`src/rtl/pulse_gap_modulator.sv`:
```
module pulse_gap_modulator #(
  parameter int CNT_W     = 10,
  parameter int LEN_W     = 7,
  parameter int PWR_TICKS = 625,
  parameter int T_SGAP    = 31,
  parameter int T_WGAP    = 20,
  parameter int T_ZERO    = 18,
  parameter int T_ONE_FIX = 50,
  parameter int T_ONE_LZ  = 40,
  parameter int T_Q01     = 34,
  parameter int T_Q10     = 50,
  parameter int T_Q11     = 66,
  parameter int T_REF_ADD = 136
) (
  input  logic             clk,
  input  logic             rst,
  input  logic             tick,
  input  logic             start,
  input  logic [1:0]       mode,
  input  logic [LEN_W-1:0] cmd_len,
  input  logic [1:0]       cmd_bits,
  output logic [1:0]       take,
  output logic             field_on,
  output logic             busy,
  output logic             done
);
  localparam int T_REF = T_ZERO + T_REF_ADD;

  typedef enum logic [2:0] {IDLE, PWR, SGAP, REF, SYM, WGAP, FIN} st_t;

  st_t              st;
  logic [CNT_W-1:0] cnt, dur, sym_dur, new_dur;
  logic [1:0]       mode_q;
  logic [LEN_W-1:0] rem;
  logic             q4, llr, more, phase_end, next_sym;

  assign q4        = (mode_q == 2'd3);
  assign llr       = (mode_q == 2'd1);
  assign more      = q4 ? (rem >= LEN_W'(2)) : (rem != '0);
  assign phase_end = tick && (cnt == dur - CNT_W'(1));
  assign next_sym  = phase_end && ((st == SGAP && !llr) || st == WGAP);
  assign take      = (next_sym && more) ? (q4 ? 2'd2 : 2'd1) : 2'd0;

  assign field_on  = !(st == SGAP || st == WGAP);
  assign busy      = (st != IDLE);
  assign done      = (st == FIN);

  always_comb begin
    case (st)
      PWR:     dur = CNT_W'(PWR_TICKS);
      SGAP:    dur = CNT_W'(T_SGAP);
      REF:     dur = CNT_W'(T_REF);
      SYM:     dur = sym_dur;
      default: dur = CNT_W'(T_WGAP);
    endcase
  end

  always_comb begin
    if (q4) begin
      case (cmd_bits)
        2'b00:   new_dur = CNT_W'(T_ZERO);
        2'b01:   new_dur = CNT_W'(T_Q01);
        2'b10:   new_dur = CNT_W'(T_Q10);
        default: new_dur = CNT_W'(T_Q11);
      endcase
    end else if (cmd_bits[1]) begin
      new_dur = (mode_q == 2'd2) ? CNT_W'(T_ONE_LZ) : CNT_W'(T_ONE_FIX);
    end else begin
      new_dur = CNT_W'(T_ZERO);
    end
  end

  always_ff @(posedge clk) begin
    if (rst) begin
      st      <= IDLE;
      cnt     <= '0;
      mode_q  <= 2'd0;
      rem     <= '0;
      sym_dur <= '0;
    end else begin
      case (st)
        IDLE: if (start) begin
          st     <= PWR;
          cnt    <= '0;
          mode_q <= mode;
          rem    <= cmd_len;
        end
        FIN: st <= IDLE;
        default: if (tick) begin
          if (phase_end) begin
            cnt <= '0;
            if (next_sym) begin
              if (more) begin
                st      <= SYM;
                sym_dur <= new_dur;
                rem     <= rem - LEN_W'(take);
              end else begin
                st <= FIN;
              end
            end else begin
              case (st)
                PWR:     st <= SGAP;
                SGAP:    st <= REF;
                default: st <= WGAP;
              endcase
            end
          end else begin
            cnt <= cnt + CNT_W'(1);
          end
        end
      endcase
    end
  end
endmodule

```
`config.mk`:
```
export PLATFORM = sky130hd
export DESIGN_NAME = pulse_gap_modulator
export DESIGN_NICKNAME = d
export VERILOG_FILES = /design/src/rtl/pulse_gap_modulator.sv
export SDC_FILE = /design/constraint.sdc
export NUM_CORES = 1
export LEC_CHECK = 0
export ABC_CLOCK_PERIOD_IN_PS = 8800
export BUFFER_PORTS_ARGS = -buffer_cell sky130_fd_sc_hd__buf_2
export CAP_MARGIN = 25
export CORE_UTILIZATION = 64
export DETAILED_ROUTE_END_ITERATION = 7
export HOLD_SLACK_MARGIN = 0.02
export MAX_ROUTING_LAYER = met4
export PLACE_DENSITY_LB_ADDON = 0.1
export REMOVE_ABC_BUFFERS = 1
export SYNTH_ARGS = -nofsm -noshare
export SYNTH_HDL_FRONTEND = slang
export SYNTH_SLANG_ARGS = --single-unit
```
`constraint.sdc`:
```
create_clock -name clk -period 8.8 [get_ports clk]
set_input_delay 1.76 -clock clk [delete_from_list [all_inputs] [get_ports clk]]
set_output_delay 1.76 -clock clk [all_outputs]
set_load 0.01 [all_outputs]
```
==> metrics.yaml <==
detailed_routing:
  routed_wl_um: 5307
  route.detailed.drc: 0
  detail-route-antenna-nets: 0
  vias: 2122
  wire_per_inst_um: 16.18
  avgViaCountPerCell: 6.470
  dr.pass1.iters: 5
  drt-initial-drc-count: 160
floorplan:
  row_count: 20
  coreArea_mm2: 0.003128
  start_util_pct: 68.60
  die_area_mm2: 0.003589
  die_h_um: 59.91
  dieWidth_um: 59.91
  io_pins: 20
worst_setup_path:
  critPathRequiredTime_ns: 7.04
  start_kind: "register"
  critPathMaxFanout: 22
  critical_path_class: "register to output pin"
  crit_arrival_ns: 3.82
  critical_path.max_stage_delay_ns: 0.77
  path_cells: "nor3b_1 -> a21oi_1 -> ha_1 -> xor2_1 -> or2_2 -> a31oi_1 -> nor4bb_1 -> nand4b_1 -> nor2_1 -> buf_2"
  worst_setup_path_end_kind: "output pin"
  r2r_setup_slack_ns: 3.98
  cp_slowest_cell: "dfxtp_1"
sta:
  final_hold_viol_count: 0
  fmax_mhz: 179.1
  finalCritPeriodShare_pct: 63.44
  rsz0062_at_grt: "no"
  setup_viol: 0
  finClkSkew_ns: 0.008533
  slew_viol_final: 0
  finalCriticalPeriod_ns: 5.583
  fin_tns_setup_ns: 0
  tightest_slew_ns: 0.7441
  slew_headroom_pct: 50.01
  hold_ws_ns: 0.4981
global_route:
  grt_pass1_vias: 1870
  grt_pass1_wl_um: 8542
  grt_max_degree: 25
  grtUsageTotal_pct: 32.84
  gr-total-overflow: 0
  antenna_found_initial: 0
logic_synthesis:
  synth_cells: 273
  synth-edff-count: 0
  yosysWarnings: 0
  synth_area_per_cell_um2: 7.860
  ys_types: 60
  syn_area_mm2: 0.002146
  synth.ff_latch_count: 27
  async_flop_share_pct: 0
  yosysSeqAreaShare_pct: 25.19
  synth_ff_type: "dfxtp_1"
clocking:
  cts_max_level: 1
  cts_setup_buffers: 0
  clkLatencyLatePin_ns: 0.35
  ctsHoldBuffers: 0
  clock_sinks: 27
  cts_inserted_buffers: 3
  cts_tree: "done"
  cts.clk_slew.worst_paths_ns: 0.18
  clockBufferDepth: 2
  cts_resized: 0
  cts-root-buf: "clkbuf_4"
finish:
  diodes: 0
  final_layout_size_suffix_gt1_share_pct: 13.73
  stdcell_area_mm2: 0.002275
  fin_nets: 308
  final_cell_mix: "27 x dfxtp_1, 21 x nand2_1, 19 x buf_2"
  synthToLayoutAreaGrowth_pct: 6.006
  final_common_cell: "dfxtp_1"
status:
  outcome: "complete, no violations"
power:
  fin_total_pwr_uw: 242.3
  p_leak_nw: 0.8911
  p_per_area_mw_per_mm2: 106.5
  irDropWorstVdd_mv: 0.07210
place:
  place_congestion: 0.9553
  port_buffers: 19
  placed_area_mm2: 0.002245
  place_hpwl_um: 3967
hold_path:
  hold_class: "register to register"
job:
  cap_viol_max_count: 0
cells by family after synthesis:
logic type / count (synthesis) / synth area share [%]
and+or+nand+nor: 118 / 31.31
AOI/OAI and AO/OA: 65 / 21.87
buffers and inverters: 30 / 5.890
DFF: 27 / 25.19
xor gates and xnor gates: 18 / 7.347
adders and majority gates: 8 / 5.014
muxes: 7 / 3.382
worst max-delay path, delay by kind of cell, from the launching register on:
| family | cells | cell delay, ns |
|---|---|---|
| flops | 1 | 0.77 |
| simple gates | 5 | 1.72 |
| fa+ha+maj | 1 | 0.29 |
| xor+xnor | 1 | 0.23 |
| compound gates | 2 | 0.28 |
| buf+inv | 1 | 0.17 |
through the flow:
stage                     cells  utilization [%]  setup slack (ns)
after global routing        328            72.72             2.942
final                       328            72.72             3.217
after global placement      324            71.76             3.836
after CTS                   328            72.72             3.279
after floorplan             259                -             4.211
after detailed placement    324            71.76             3.706
power by group:
| group | internal, mW | leakage [nW] | switching [mW] |
|---|---|---|---|
| clock | 0.0174 | 0.0139 | 0.0451 |
| combinational | 0.0201 | 0.658 | 0.0282 |
| sequential | 0.126 | 0.219 | 0.00547 |
| total | 0.164 | 0.891 | 0.0787 |
cell usage after synthesis (2+ instances only):
library cell / number / share of area [%]
a211oi_1: 6 / 2.1
a21o_1: 2 / 0.70
a21oi_1: 17 / 4.0
a31oi_1: 3 / 0.87
and2_1: 2 / 0.58
and3_1: 6 / 1.7
and4_1: 2 / 0.82
buf_2: 2 / 0.47
clkbuf_1: 10 / 1.7
dfxtp_1: 27 / 25
ha_1: 7 / 4.1
inv_1: 16 / 2.8
mux2_2: 2 / 1.0
mux2i_1: 5 / 2.3
nand2_1: 21 / 3.7
nand2b_1: 3 / 0.87
nand3_1: 10 / 2.3
nand3b_1: 3 / 1.0
nand4_1: 6 / 1.7
nand4b_1: 3 / 1.2
nor2_1: 17 / 3.0
nor2b_1: 5 / 1.5
nor3_1: 15 / 3.5
nor3b_1: 2 / 0.70
nor4_1: 3 / 0.87
nor4b_1: 2 / 0.82
o211a_1: 3 / 1.4
o211ai_1: 3 / 1.0
o21ai_0: 12 / 2.8
o311ai_0: 2 / 0.82
o31a_1: 2 / 0.82
o32ai_1: 2 / 0.82
or2_2: 3 / 0.87
or3_1: 4 / 1.2
or4_1: 4 / 1.4
xnor2_1: 9 / 3.7
xor2_1: 9 / 3.7
layout make-up:
class                   count  area, µm²
multi-input cells         216       1479
fillers                   270      853.3
flip-flops and latches     27      540.5
repair buffers             21      110.1
inverters                  16      60.06
well taps                  44      55.05
clock buffers               3      22.52
clock inverters             1      7.507
state kept, by name, indices dropped and copies added (netlist names):
name and cells:
rem 7, st 3, cnt 10, sym_dur 5
mode_q 2
per-layer routing:
metal,up-vias,global-route usage (%),part of all wire [%],wire (µm)
met5,-,-,0,0
met1,992,44.91,46,2445
met2,90,50.00,45,2392
met3,7,3.680,7.7,407
met4,0,11.30,1.2,62
li1,1033,-,-,-
path summary, 6_finish.rpt:
kind | startpoint | to | cells past startpoint
max reg2reg | st[2] | rem[3] | 14
min reg2reg | rem[6] | rem[6] | 2
max | st[2] | take[1] | 10
min | rem[6] | rem[6] | 2
Power figures use the tool's default switching activity.
